## src/rtl/tag_alloc_pkg.sv

```systemverilog
package tag_alloc_pkg;

   // Registered outcome of the previous cycle's request
   typedef enum logic [1:0] {
      RES_IDLE   = 2'd0,
      RES_GRANT  = 2'd1,
      RES_EMPTY  = 2'd2,
      RES_FROZEN = 2'd3
   } tag_res_e;

endpackage

```

## src/rtl/tag_rotator.sv

```systemverilog
module tag_rotator #(
   parameter int N = 32,
   localparam int W = $clog2(N)
) (
   input  logic [N-1:0] vec_in,
   input  logic [W-1:0] start,
   output logic [N-1:0] vec_out
);
   localparam logic [W:0] N_EXT = (W+1)'(N);

   // vec_out[i] = vec_in[(start + i) mod N]
   always_comb begin
      for (int i = 0; i < N; i++) begin
         logic [W:0] s;
         s = {1'b0, start} + (W+1)'(i);
         if (s >= N_EXT) s = s - N_EXT;
         vec_out[i] = vec_in[s[W-1:0]];
      end
   end
endmodule

```

## src/rtl/tag_prio_enc.sv

```systemverilog
module tag_prio_enc #(
   parameter int N = 32,
   localparam int W = $clog2(N)
) (
   input  logic [N-1:0] req,
   output logic         hit,
   output logic [W-1:0] idx
);
   // Lowest set bit wins
   always_comb begin
      idx = '0;
      for (int i = N - 1; i >= 0; i--) begin
         if (req[i]) idx = W'(i);
      end
   end

   assign hit = |req;
endmodule

```

## src/rtl/tag_release_dec.sv

```systemverilog
module tag_release_dec #(
   parameter int N = 32,
   localparam int W = $clog2(N)
) (
   input  logic         rel_valid,
   input  logic [W-1:0] rel_tag,
   output logic [N-1:0] clr_mask
);
   for (genvar g = 0; g < N; g++) begin : g_bit
      assign clr_mask[g] = rel_valid && (rel_tag == W'(g));
   end
endmodule

```

## src/rtl/tag_allocator.sv

```systemverilog
module tag_allocator #(
   parameter int NUM_TAGS     = 32,
   parameter bit RESERVE_LAST = 1'b1,
   localparam int TAG_W = $clog2(NUM_TAGS)
) (
   input  logic             clk,
   input  logic             rst_n,
   input  logic             alloc_req,
   input  logic             freeze,
   input  logic             rel_valid,
   input  logic [TAG_W-1:0] rel_tag,
   output logic             grant_valid,
   output logic [TAG_W-1:0] grant_tag,
   output logic             grant_none
);
   import tag_alloc_pkg::*;

   localparam int         TOP_TAG  = NUM_TAGS - 1;
   localparam logic [TAG_W:0] N_EXT = (TAG_W+1)'(NUM_TAGS);
   localparam logic [TAG_W-1:0] TOP_W = TAG_W'(TOP_TAG);

   initial begin
      if (NUM_TAGS < 2)
         $fatal(1, "tag_allocator: NUM_TAGS must be at least 2");
   end

   logic [NUM_TAGS-1:0] busy_q, busy_d;
   logic [TAG_W-1:0]    last_q;
   logic [TAG_W-1:0]    tag_q;
   tag_res_e            res_q, res_d;

   logic [NUM_TAGS-1:0] rsv_mask, free_vec, rot_vec, clr_mask, set_mask;
   logic [TAG_W-1:0]    start, off, pick_tag;
   logic [TAG_W:0]      pick_sum;
   logic                hit, do_alloc;

   // Reserved-tag variant
   if (RESERVE_LAST) begin : g_rsv
      assign rsv_mask = {1'b1, {(NUM_TAGS-1){1'b0}}};
   end else begin : g_norsv
      assign rsv_mask = '0;
   end

   assign free_vec = ~busy_q & ~rsv_mask;
   assign start    = (last_q == TOP_W) ? '0 : last_q + TAG_W'(1);

   tag_rotator #(.N(NUM_TAGS)) u_rot (
      .vec_in  (free_vec),
      .start   (start),
      .vec_out (rot_vec)
   );

   tag_prio_enc #(.N(NUM_TAGS)) u_enc (
      .req (rot_vec),
      .hit (hit),
      .idx (off)
   );

   tag_release_dec #(.N(NUM_TAGS)) u_rel (
      .rel_valid (rel_valid),
      .rel_tag   (rel_tag),
      .clr_mask  (clr_mask)
   );

   always_comb begin
      pick_sum = {1'b0, start} + {1'b0, off};
      if (pick_sum >= N_EXT) pick_sum = pick_sum - N_EXT;
   end
   assign pick_tag = pick_sum[TAG_W-1:0];

   assign do_alloc = alloc_req && !freeze && hit;
   assign set_mask = do_alloc ? (NUM_TAGS'(1) << pick_tag) : '0;
   assign busy_d   = (busy_q & ~clr_mask) | set_mask;

   always_comb begin
      if (!alloc_req)   res_d = RES_IDLE;
      else if (freeze)  res_d = RES_FROZEN;
      else if (hit)     res_d = RES_GRANT;
      else              res_d = RES_EMPTY;
   end

   always_ff @(posedge clk or negedge rst_n) begin
      if (!rst_n) begin
         busy_q <= '0;
         last_q <= TOP_W;
         tag_q  <= '0;
         res_q  <= RES_IDLE;
      end else begin
         busy_q <= busy_d;
         res_q  <= res_d;
         if (do_alloc) begin
            last_q <= pick_tag;
            tag_q  <= pick_tag;
         end
      end
   end

   assign grant_valid = (res_q == RES_GRANT);
   assign grant_none  = (res_q == RES_EMPTY);
   assign grant_tag   = tag_q;
endmodule

```

## config.mk

```make
export PLATFORM = sky130hd
export DESIGN_NAME = tag_allocator
export DESIGN_NICKNAME = d
export VERILOG_FILES = /design/src/rtl/tag_alloc_pkg.sv /design/src/rtl/tag_rotator.sv /design/src/rtl/tag_prio_enc.sv /design/src/rtl/tag_release_dec.sv /design/src/rtl/tag_allocator.sv
export SDC_FILE = /design/constraint.sdc
export NUM_CORES = 1
export LEC_CHECK = 0
export BUFFER_PORTS_ARGS = -buffer_cell sky130_fd_sc_hd__clkbuf_2
export CAP_MARGIN = 0
export CELL_PAD_IN_SITES_DETAIL_PLACEMENT = 1
export CELL_PAD_IN_SITES_GLOBAL_PLACEMENT = 2
export CORE_ASPECT_RATIO = 1.1
export CORE_MARGIN = 10
export CORE_UTILIZATION = 35
export CTS_BUF_LIST = sky130_fd_sc_hd__clkbuf_8
export DETAILED_ROUTE_END_ITERATION = 16
export PLACE_DENSITY_LB_ADDON = 0.3
export RECOVER_POWER = 25
export SYNTH_ARGS = -nofsm -noshare
export SYNTH_HDL_FRONTEND = slang
export SYNTH_SLANG_ARGS = --single-unit
```

## constraint.sdc

```tcl
create_clock -name clk -period 8.6 [get_ports clk]
set_input_delay 2.15 -clock clk [delete_from_list [all_inputs] [get_ports clk]]
set_output_delay 2.15 -clock clk [all_outputs]
set_load 0.1 [all_outputs]
```

# Word-level counts from Yosys, hierarchy flattened
# Cells that the tools add are included.
# word_totals
regBits	44
latch_bits	0
mem_bits_rw	0
in_bits	10
output_inout_bits	7
rom_bits	0
n_memories	0
# op_classes
n_mul	0
n_eq_ne	34
n_div	0
mux	134
n_reduce_logical	37
order_cmp	65
n_bitwise	4
addsub	66
shifts	1
# op_table
cell	count
2-to-1 mux 5 bit	66
greater-or-equal comparator 6 bit (second input constant)	32
< comparator 5 x 6 -> 1 bit (second input constant)	32
subtractor 5 x 1 -> 5 bit (second input constant)	33
binary-select mux 1 bit (select 5 bit)	32
adder 5 x 5 -> 6 bit (second input constant)	16
equality test 5 bit (second input constant)	17
adder 5 x 4 -> 6 bit (second input constant)	8
equality test 5 x 4 -> 1 bit (second input constant)	8
logical AND 1 bit	34
AND 32 bit	1
2-to-1 mux 1 bit	32
2-to-1 mux 32 bit	1
inverter 32 bit	1
bitwise OR 32 bit	1
OR reduction 32 bit	1
<< shifter 1 x 5 -> 32 bit (first input constant)	1
inverter 31 bit	1
adder 5 x 3 -> 6 bit (second input constant)	4
equality test 5 x 3 -> 1 bit (second input constant)	4
adder 5 x 2 -> 6 bit (second input constant)	2
equality test 5 x 2 -> 1 bit (second input constant)	2
adder 5 x 1 -> 6 bit (second input constant)	1
adder 5 x 5 -> 6 bit	1
8 further kinds	10

# Logic depth before layout (Yosys ltp)
# Gate-level depths: netlist (run 1).
# depth
word_depth	45
mapped_depth	29
mapped_depth_nobuf	27

# Cells and area by module
# From an unflattened synthesis (run 1), not the netlist that was laid out.
# unflattened
hier_cells	666
area_unflattened_um2	5701.7
# by_module_without_submodules
mod	area_each_um2	seq_area_each_um2	n_inst	cells_per_inst
tag_rotator	3034.2	0.0	1	366
tag_allocator	2048.2	1082.3	1	188
tag_prio_enc	385.4	0.0	1	65
tag_release_dec	234.0	0.0	1	47

# Least setup slack after synthesis (run 1)
# Ideal clock, no wire load.
# synth_timing
path_kind	reg-to-reg
start	reg last_q[0]
end	reg busy_q[0]
arrival_ps	5960
path_stages_with_launch	27
slack_ps	2544
n_path_buf	4
required_ps	8504
path_cell_list	dfstp_2 > clkbuf_1 > inv_1 > ha_1 > buf_4 > buf_2 > inv_1 > clkbuf_1 > ha_1 > nand2_1 > xnor2_1 > or4b_1 > o31ai_1 > or3_1 > o2111ai_1 > a2111oi_2 > nor2_1 > fa_1 > nand2b_1 > a21oi_1 > nor2_1 > xnor2_1 > nor2b_1 > inv_1 > o31ai_4 > nand3_2 > o31ai_1
# synth_via
elab_chain_len	45
elab_cells_between_ends	235
# synth_lines
item	line	source
start, declared	tag_allocator.sv:28	logic [TAG_W-1:0] last_q;
start signal, assigned	tag_allocator.sv:92	last_q <= pick_tag;
adder 5 x 1 -> 5 bit / equality test 5 bit (equally long branches)	tag_allocator.sv:45	assign start = (last_q == TOP_W) ? '0 : last_q + TAG_W'(1);
2-to-1 mux 5 bit *	tag_allocator.sv:45	
adder 5 x 5 -> 6 bit	tag_rotator.sv:15	s = {1'b0, start} + (W+1)'(i);
subtractor 5 x 1 -> 5 bit / greater-or-equal comparator 6 bit (equally long branches)	tag_rotator.sv:16	if (s >= N_EXT) s = s - N_EXT;
2-to-1 mux 5 bit	tag_rotator.sv:16	
binary-select mux 1 bit (select 5 bit)	tag_rotator.sv:17	vec_out[i] = vec_in[s[W-1:0]];
2-to-1 mux 1 bit (implied by the code)	tag_rotator.sv:17	
2-to-1 mux 5 bit (32 in a row)	tag_prio_enc.sv:13	if (req[i]) idx = W'(i);
adder 5 x 5 -> 6 bit	tag_allocator.sv:66	pick_sum = {1'b0, start} + {1'b0, off};
subtractor 5 x 1 -> 5 bit / greater-or-equal comparator 6 bit (equally long branches)	tag_allocator.sv:67	if (pick_sum >= N_EXT) pick_sum = pick_sum - N_EXT;
2-to-1 mux 5 bit	tag_allocator.sv:67	
<< shifter 1 x 5 -> 32 bit	tag_allocator.sv:72	assign set_mask = do_alloc ? (NUM_TAGS'(1) << pick_tag) : '0;
2-to-1 mux 32 bit *	tag_allocator.sv:72	
bitwise OR 32 bit *	tag_allocator.sv:73	assign busy_d = (busy_q & ~clr_mask) | set_mask;
net busy_d[0]	tag_allocator.sv:27	logic [NUM_TAGS-1:0] busy_q, busy_d;
end signal, assigned	tag_allocator.sv:89	busy_q <= busy_d;
end, declared	tag_allocator.sv:27	
# Mark *: on every way through the listed nets, which the timed path passes. The rest lies on a longest branch. The select of a mux whose other input is x is not followed.
# A chain may end at the register's enable or synchronous reset.

# Final worst setup path (run 1)
# layout_timing
start	reg last_q[0]
end	reg busy_q[14]
# Same word-level chain as after synthesis.

==> impl_metrics.xml, run 1 <==
<?xml version="1.0" encoding="UTF-8"?>
<metrics>
  <group name="layout">
    <metric name="final_common_cell" unit="">sky130_fd_sc_hd__mux2i_1</metric>
    <metric name="areaGrowthSynthToFinish" unit="%">5.16</metric>
    <metric name="commonest_non_fill_non_tap_cells_in_the_layout" unit="">sky130_fd_sc_hd__mux2i_1 (80), sky130_fd_sc_hd__o21ai_0 (58), sky130_fd_sc_hd__dfrtp_1 (38)</metric>
    <metric name="stdcell_count" unit="">839</metric>
    <metric name="diodes" unit="">0</metric>
    <metric name="nNetsFinal" unit="">661</metric>
    <metric name="drive_above_1_share" unit="">0.186</metric>
  </group>
  <group name="clock_network">
    <metric name="max-clock-path-buffers" unit="">2</metric>
    <metric name="cts_inserted_buffers" unit="">5</metric>
    <metric name="post-cts-setup-buffer-count" unit="">0</metric>
    <metric name="cts_hold_repair.buffers" unit="">0</metric>
    <metric name="clkLatencyLatePin" unit="ns">0.31</metric>
    <metric name="clk_pin_slew_worst_paths" unit="ns">0.09</metric>
    <metric name="cts_root_buffer" unit="">sky130_fd_sc_hd__clkbuf_8</metric>
    <metric name="cts_num_sinks" unit="">43</metric>
    <metric name="cts_tree" unit="">done</metric>
    <metric name="post_cts_resize_count" unit="">0</metric>
    <metric name="clock_tree.htree_level_count" unit="">2</metric>
  </group>
  <group name="sta">
    <metric name="worst_clock_skew" unit="ns">0.0130</metric>
    <metric name="totalNegativeSetupSlack" unit="ns">0</metric>
    <metric name="finalHoldViolCount" unit="">0</metric>
    <metric name="maxClockFrequency" unit="MHz">127</metric>
    <metric name="slew_headroom" unit="">-0.559</metric>
    <metric name="max_slew.worst_pin.slew" unit="ns">2.34</metric>
    <metric name="setup_slack" unit="ns">0.718</metric>
    <metric name="rsz0062_at_grt" unit="">no</metric>
    <metric name="final_min_period_over_clock_period" unit="">0.916</metric>
    <metric name="min_period" unit="ns">7.88</metric>
    <metric name="final-max-slew-violation-count" unit="">44</metric>
    <metric name="setup_viol" unit="">0</metric>
  </group>
  <group name="worst_setup_path">
    <metric name="crit_path_max_fanout" unit="">16</metric>
    <metric name="worst_ep_arrival_time" unit="ns">8.10</metric>
    <metric name="regToRegStartpoint" unit="">last_q[0]$_DFFE_PN1P_</metric>
    <metric name="r2r_end" unit="">busy_q[14]$_DFF_PN0_</metric>
    <metric name="setup.reg_to_reg.worst_slack" unit="ns">0.72</metric>
    <metric name="path_class" unit="">flop to flop</metric>
    <metric name="critPathRequiredTime" unit="ns">8.82</metric>
    <metric name="worstSetupStartpointType" unit="">flop</metric>
    <metric name="worstSetupEndpointType" unit="">flop</metric>
    <metric name="worst_r2r_path_depth" unit="">25</metric>
  </group>
  <group name="placement">
    <metric name="dp_slack" unit="ns">0.822</metric>
    <metric name="place_hpwl" unit="µm">17300</metric>
    <metric name="placedCellCount" unit="">831</metric>
    <metric name="routabilityCongestion" unit="">0.889</metric>
    <metric name="io_buffers" unit="">16</metric>
  </group>
  <group name="detailed_routing">
    <metric name="wl_met2" unit="µm">10100</metric>
    <metric name="antenna_violating_nets_post_route" unit="">0</metric>
    <metric name="drt_pass1_iterations" unit="">4</metric>
    <metric name="post-route-drc-count" unit="">0</metric>
    <metric name="detail_route.wirelength" unit="µm">21300</metric>
    <metric name="via_cell_ratio" unit="">6.46</metric>
    <metric name="routed.top_layer" unit="">met4</metric>
    <metric name="final_routed_wire_length_divided_by_cell_count" unit="µm">25.4</metric>
    <metric name="routed_metal_1_wire_length" unit="µm">9860</metric>
    <metric name="drtIter0Drc" unit="">316</metric>
    <metric name="wl_met3" unit="µm">575</metric>
    <metric name="num_vias" unit="">5421</metric>
  </group>
  <group name="logic_synthesis">
    <metric name="synth_top_family_by_area" unit="">multiplexers</metric>
    <metric name="synthesis.area_per_instance" unit="µm²">9.27</metric>
    <metric name="synthesis.area" unit="µm²">5890</metric>
    <metric name="yosys.area_share.adder" unit="">0.0374</metric>
    <metric name="yosys_most_used_dff" unit="">sky130_fd_sc_hd__dfrtp_1</metric>
    <metric name="number_of_cells_produced_by_synthesis" unit="">636</metric>
    <metric name="synth_net_count" unit="">663</metric>
    <metric name="seq_area_frac_synth" unit="">0.184</metric>
    <metric name="synthDistinctLibCells" unit="">84</metric>
    <metric name="synth_compound_area_frac" unit="">0.225</metric>
    <metric name="synthXorXnorAreaFrac" unit="">0.0433</metric>
    <metric name="ys_seq_elements" unit="">43</metric>
    <metric name="async_flop_share" unit="">1.00</metric>
    <metric name="post_synth_and_or_nand_nor_area_fraction" unit="">0.176</metric>
    <metric name="synth_warnings" unit="">0</metric>
    <metric name="yosys-mux-area-fraction" unit="">0.284</metric>
    <metric name="synth-edff-count" unit="">0</metric>
  </group>
  <group name="die">
    <metric name="core_area" unit="µm²">16400</metric>
    <metric name="die-width" unit="µm">144</metric>
    <metric name="io_pins" unit="">17</metric>
    <metric name="rows" unit="">49</metric>
    <metric name="die_h" unit="µm">156</metric>
    <metric name="initial_core_util" unit="">0.359</metric>
    <metric name="dieArea" unit="µm²">22400</metric>
  </group>
  <group name="grt">
    <metric name="grt.overflow.total" unit="">0</metric>
    <metric name="global_route.usage.total" unit="">0.188</metric>
    <metric name="maximum_number_of_pins_on_one_net_before_global_route_repair" unit="">44</metric>
    <metric name="number_of_antenna_violations_at_the_first_check_in_global_routing" unit="">0</metric>
    <metric name="grt_pass1_wl" unit="µm">33000</metric>
    <metric name="grt_pass1_vias" unit="">5604</metric>
  </group>
  <group name="min_path">
    <metric name="worstHoldEndpoint" unit="">last_q[4]$_DFFE_PN1P_</metric>
    <metric name="hp-start" unit="">last_q[4]$_DFFE_PN1P_</metric>
    <metric name="holdPathStages" unit="">2</metric>
    <metric name="timing.hold.worst.class" unit="">flop to flop</metric>
  </group>
  <group name="status">
    <metric name="status" unit="">finished, violations left</metric>
    <metric name="violations" unit="">max-capacitance violations, max-slew violations</metric>
  </group>
  <group name="job">
    <metric name="maxCapViolCount" unit="">1</metric>
  </group>
</metrics>
[worst max-delay path by stage]
stage,from,endpoint,slack [ns],depth (start not counted)
after floorplan,last_q[0]$_DFFE_PN1P_,busy_q[0]$_DFF_PN0_,2.54,26
after global placement,last_q[0]$_DFFE_PN1P_,busy_q[10]$_DFF_PN0_,1.09,25
after detailed placement,last_q[0]$_DFFE_PN1P_,busy_q[14]$_DFF_PN0_,0.82,25
after CTS,last_q[0]$_DFFE_PN1P_,busy_q[14]$_DFF_PN0_,0.82,25
final,last_q[0]$_DFFE_PN1P_,busy_q[14]$_DFF_PN0_,0.72,25
after global routing,last_q[0]$_DFFE_PN1P_,busy_q[0]$_DFF_PN0_,0.13,25
[worst max-delay path: stages (launching register included)]
cell and delay, ns:
sky130_fd_sc_hd__dfstp_2 0.67, sky130_fd_sc_hd__ha_1 0.50, sky130_fd_sc_hd__and2_1 0.20, sky130_fd_sc_hd__ha_1 0.55, sky130_fd_sc_hd__nor2b_1 0.18, sky130_fd_sc_hd__mux2i_4 0.43
sky130_fd_sc_hd__buf_4 0.29, sky130_fd_sc_hd__ha_1 0.22, sky130_fd_sc_hd__a21oi_1 0.11, sky130_fd_sc_hd__a2111oi_4 0.57, sky130_fd_sc_hd__or4b_1 0.49, sky130_fd_sc_hd__o31ai_1 0.19
sky130_fd_sc_hd__or3_1 0.24, sky130_fd_sc_hd__o2111ai_1 0.33, sky130_fd_sc_hd__a2111oi_2 0.59, sky130_fd_sc_hd__nor2_1 0.13, sky130_fd_sc_hd__fa_1 0.42, sky130_fd_sc_hd__nand2b_1 0.16
sky130_fd_sc_hd__a21oi_1 0.14, sky130_fd_sc_hd__nor2_1 0.06, sky130_fd_sc_hd__xnor2_1 0.18, sky130_fd_sc_hd__nor2b_1 0.20, sky130_fd_sc_hd__inv_1 0.09, sky130_fd_sc_hd__o31ai_4 0.26
sky130_fd_sc_hd__nand3_2 0.26, sky130_fd_sc_hd__o31ai_1 0.29
[cells in the mapped netlist (all sizes together), types with 8 or more instances]
cell type | count | area (µm²)
nor2 | 31 | 116
mux2 | 11 | 124
or3 | 8 | 50.1
xor2 | 8 | 88.8
nand2 | 22 | 90.1
inv | 25 | 98.8
a211oi | 8 | 60.1
o21ai | 62 | 318
nor2b | 16 | 100
a2111oi | 12 | 143
ha | 16 | 200
clkbuf | 9 | 35.0
mux2i | 83 | 851
nand3 | 30 | 170
o31ai | 38 | 323
xnor2 | 16 | 166
and3 | 18 | 118
nor4 | 11 | 68.8
nand2b | 10 | 62.6
nor3 | 9 | 50.1
a21oi | 19 | 98.9
buf | 25 | 159
dfrtp | 38 | 951
mux4 | 31 | 698
[final cells by class]
type	instances	area, µm²
multi-input combinational	533	4520
clock buffer	6	82.6
clock inverter	2	8.76
inverter	26	103
fill	1968	10200
sequential	43	1080
timing repair buffer	25	146
tap	204	255
[metal layers]
metal / vias up / global-route usage
li1: 2480 / -
met1: 2805 / 0.241
met2: 101 / 0.316
met3: 35 / 0.0192
met4: 0 / 0.0725
met5: - / 0
[cells by family (layout without fill, tap and decap cells)]
kind of cell | count (synthesis) | in the layout
AO/OA/AOI/OAI | 185 | 185
XOR/XNOR | 24 | 24
AND/OR/NAND/NOR | 182 | 182
adder cells (fa/ha/maj) | 17 | 17
multiplexers | 125 | 125
buffers and inverters | 60 | 59
flip-flops | 43 | 43
[through the flow]
stage / hold slack (ns) / area (µm²) / util
finish: 0.493 / 6200 / 0.377
global route: 0.516 / 6200 / 0.377
detailed placement: 0.482 / 6110 / 0.372
floorplan: 0.442 / 5890 / -
global placement: 0.480 / 6110 / 0.372
CTS: 0.496 / 6200 / 0.377
[flip-flops by register name (all words and copies together), names as in the netlist]
register	flops
res_q	2
grant_tag	5
busy_q	31
last_q	5
Power of run 1 is not shown: default switching activity piles up to over one toggle a cycle in this logic, so the estimate is an artifact.
==> run 2: changes to the inputs <==
Clock period 8.6 ns to 8.8 ns, I/O delays scaled along.
==> impl_metrics.xml, run 2 (synthesis gave the netlist of run 1 again) <==
<?xml version="1.0" encoding="UTF-8"?>
<metrics>
  <group name="min_path">
    <metric name="holdPathStages" unit="">2</metric>
    <metric name="timing.hold.worst.class" unit="">flop to flop</metric>
  </group>
  <group name="clock_network">
    <metric name="clock_tree.htree_level_count" unit="">2</metric>
    <metric name="max-clock-path-buffers" unit="">2</metric>
    <metric name="cts_root_buffer" unit="">sky130_fd_sc_hd__clkbuf_8</metric>
    <metric name="cts_num_sinks" unit="">43</metric>
    <metric name="cts_tree" unit="">done</metric>
    <metric name="post_cts_resize_count" unit="">0</metric>
    <metric name="clkLatencyLatePin" unit="ns">0.31</metric>
    <metric name="clk_pin_slew_worst_paths" unit="ns">0.09</metric>
    <metric name="cts_hold_repair.buffers" unit="">0</metric>
    <metric name="post-cts-setup-buffer-count" unit="">0</metric>
    <metric name="cts_inserted_buffers" unit="">5</metric>
  </group>
  <group name="worst_setup_path">
    <metric name="critPathRequiredTime" unit="ns">9.00</metric>
    <metric name="worstSetupEndpointType" unit="">flop</metric>
    <metric name="crit_path_max_fanout" unit="">16</metric>
    <metric name="worstSetupStartpointType" unit="">flop</metric>
    <metric name="worst_ep_arrival_time" unit="ns">8.42</metric>
    <metric name="path_class" unit="">flop to flop</metric>
    <metric name="worst_r2r_path_depth" unit="">26</metric>
  </group>
  <group name="sta">
    <metric name="worst_clock_skew" unit="ns">0.0130</metric>
    <metric name="final_min_period_over_clock_period" unit="">0.934</metric>
    <metric name="min_period" unit="ns">8.22</metric>
    <metric name="final-max-slew-violation-count" unit="">44</metric>
    <metric name="totalNegativeSetupSlack" unit="ns">0</metric>
    <metric name="finalHoldViolCount" unit="">0</metric>
    <metric name="setup_viol" unit="">0</metric>
    <metric name="slew_headroom" unit="">-0.569</metric>
    <metric name="maxClockFrequency" unit="MHz">122</metric>
    <metric name="rsz0062_at_grt" unit="">no</metric>
    <metric name="max_slew.worst_pin.slew" unit="ns">2.35</metric>
  </group>
  <group name="placement">
    <metric name="post_dp_cell_area" unit="µm²">6080</metric>
    <metric name="routabilityCongestion" unit="">0.925</metric>
    <metric name="io_buffers" unit="">16</metric>
    <metric name="place_hpwl" unit="µm">17600</metric>
    <metric name="placedCellCount" unit="">827</metric>
  </group>
  <group name="detailed_routing">
    <metric name="final_routed_wire_length_divided_by_cell_count" unit="µm">25.9</metric>
    <metric name="via_cell_ratio" unit="">6.44</metric>
    <metric name="drtIter0Drc" unit="">330</metric>
    <metric name="post-route-drc-count" unit="">0</metric>
    <metric name="drt_pass1_iterations" unit="">4</metric>
    <metric name="num_vias" unit="">5377</metric>
    <metric name="detail_route.wirelength" unit="µm">21600</metric>
    <metric name="antenna_violating_nets_post_route" unit="">0</metric>
  </group>
  <group name="grt">
    <metric name="grt_pass1_vias" unit="">5582</metric>
    <metric name="number_of_antenna_violations_at_the_first_check_in_global_routing" unit="">0</metric>
    <metric name="maximum_number_of_pins_on_one_net_before_global_route_repair" unit="">44</metric>
    <metric name="grt_pass1_wl" unit="µm">33300</metric>
    <metric name="global_route.usage.total" unit="">0.191</metric>
    <metric name="grt.overflow.total" unit="">0</metric>
  </group>
  <group name="layout">
    <metric name="largest_register_ffs" unit="">31</metric>
    <metric name="final_common_cell" unit="">sky130_fd_sc_hd__mux2i_1</metric>
    <metric name="diodes" unit="">0</metric>
    <metric name="commonest_non_fill_non_tap_cells_in_the_layout" unit="">sky130_fd_sc_hd__mux2i_1 (80), sky130_fd_sc_hd__o21ai_0 (58), sky130_fd_sc_hd__dfrtp_1 (38)</metric>
    <metric name="final_design_area_no_fill" unit="µm²">6170</metric>
    <metric name="stdcell_count" unit="">835</metric>
    <metric name="areaGrowthSynthToFinish" unit="%">4.67</metric>
    <metric name="max_flop_register" unit="">busy_q</metric>
    <metric name="nFillCells" unit="">1932</metric>
    <metric name="drive_above_1_share" unit="">0.181</metric>
    <metric name="nNetsFinal" unit="">657</metric>
  </group>
  <group name="status">
    <metric name="status" unit="">finished, violations left</metric>
    <metric name="violations" unit="">max-capacitance violations, max-slew violations</metric>
  </group>
  <group name="die">
    <metric name="die-width" unit="µm">144</metric>
    <metric name="dieArea" unit="µm²">22400</metric>
    <metric name="die_h" unit="µm">156</metric>
    <metric name="core_area" unit="µm²">16400</metric>
    <metric name="rows" unit="">49</metric>
    <metric name="initial_core_util" unit="">0.359</metric>
    <metric name="io_pins" unit="">17</metric>
  </group>
  <group name="job">
    <metric name="maxCapViolCount" unit="">1</metric>
  </group>
</metrics>
==> run 2: cell count changes in the layout (fill, tap and decap cells not counted) <==
cell / delta
sky130_fd_sc_hd__a2111oi_0: -1
sky130_fd_sc_hd__buf_4: -4
sky130_fd_sc_hd__a2111oi_1: +1
==> run 2: through the flow <==
step | util | hold WS [ns] | worst slack, ns
after floorplan | - | 0.442 | 2.74
after global placement | 0.370 | 0.475 | 1.02
after detailed placement | 0.370 | 0.480 | 0.721
after CTS | 0.375 | 0.494 | 0.689
after global routing | 0.375 | 0.513 | 0.0175
final | 0.375 | 0.496 | 0.581
==> run 2: cell type report <==
type                       count  area [µm²]  share of cell area
multi-input combinational    533        4520               0.733
clock inverter                 2        8.76             0.00142
clock buffer                   6        82.6              0.0134
sequential                    43        1080               0.175
inverter                      26         103              0.0166
tap                          204         255              0.0414
timing repair buffer          21         116              0.0189
==> run 2: final timing paths <==
check / from / endpoint / slack, ns
worst max-delay path: last_q[0]$_DFFE_PN1P_ / busy_q[12]$_DFF_PN0_ / 0.58
worst min-delay path: last_q[4]$_DFFE_PN1P_ / last_q[4]$_DFFE_PN1P_ / 0.50
worst max register to register: last_q[0]$_DFFE_PN1P_ / busy_q[12]$_DFF_PN0_ / 0.58
worst min register to register: last_q[4]$_DFFE_PN1P_ / last_q[4]$_DFFE_PN1P_ / 0.50
max in group asynchronous: rst_n / busy_q[12]$_DFF_PN0_ / 4.86
min in group asynchronous: rst_n / grant_tag[0]$_DFFE_PN0P_ / 2.59
==> run 2: layer usage <==
layer  part of all wire  GRT usage
met1               0.44      0.244
met3              0.033     0.0149
met5                  0          0
met4              0.044     0.0866
met2               0.48      0.320
==> run 2: worst max-delay path, stage by stage, from the launching register on <==
cell,delay (ns)
sky130_fd_sc_hd__dfstp_2,0.67
sky130_fd_sc_hd__ha_1,0.52
sky130_fd_sc_hd__and2_1,0.21
sky130_fd_sc_hd__ha_1,0.53
sky130_fd_sc_hd__nor2b_1,0.18
sky130_fd_sc_hd__mux2i_4,0.76
sky130_fd_sc_hd__inv_4,0.22
sky130_fd_sc_hd__ha_1,0.41
sky130_fd_sc_hd__nor2b_1,0.21
sky130_fd_sc_hd__xnor2_1,0.50
sky130_fd_sc_hd__a41oi_1,0.11
sky130_fd_sc_hd__a211oi_1,0.36
sky130_fd_sc_hd__nor2_1,0.11
sky130_fd_sc_hd__a41oi_1,0.44
sky130_fd_sc_hd__nand2_1,0.17
sky130_fd_sc_hd__o31ai_1,0.45
sky130_fd_sc_hd__nor2_1,0.10
sky130_fd_sc_hd__fa_1,0.42
sky130_fd_sc_hd__nand2b_1,0.16
sky130_fd_sc_hd__a21oi_1,0.15
sky130_fd_sc_hd__nor2_1,0.07
sky130_fd_sc_hd__xnor2_1,0.18
sky130_fd_sc_hd__nor2b_1,0.21
sky130_fd_sc_hd__inv_1,0.10
sky130_fd_sc_hd__o31ai_4,0.29
sky130_fd_sc_hd__nand3_2,0.27
sky130_fd_sc_hd__o31ai_1,0.31
Power of run 2 is left out for the same reason.
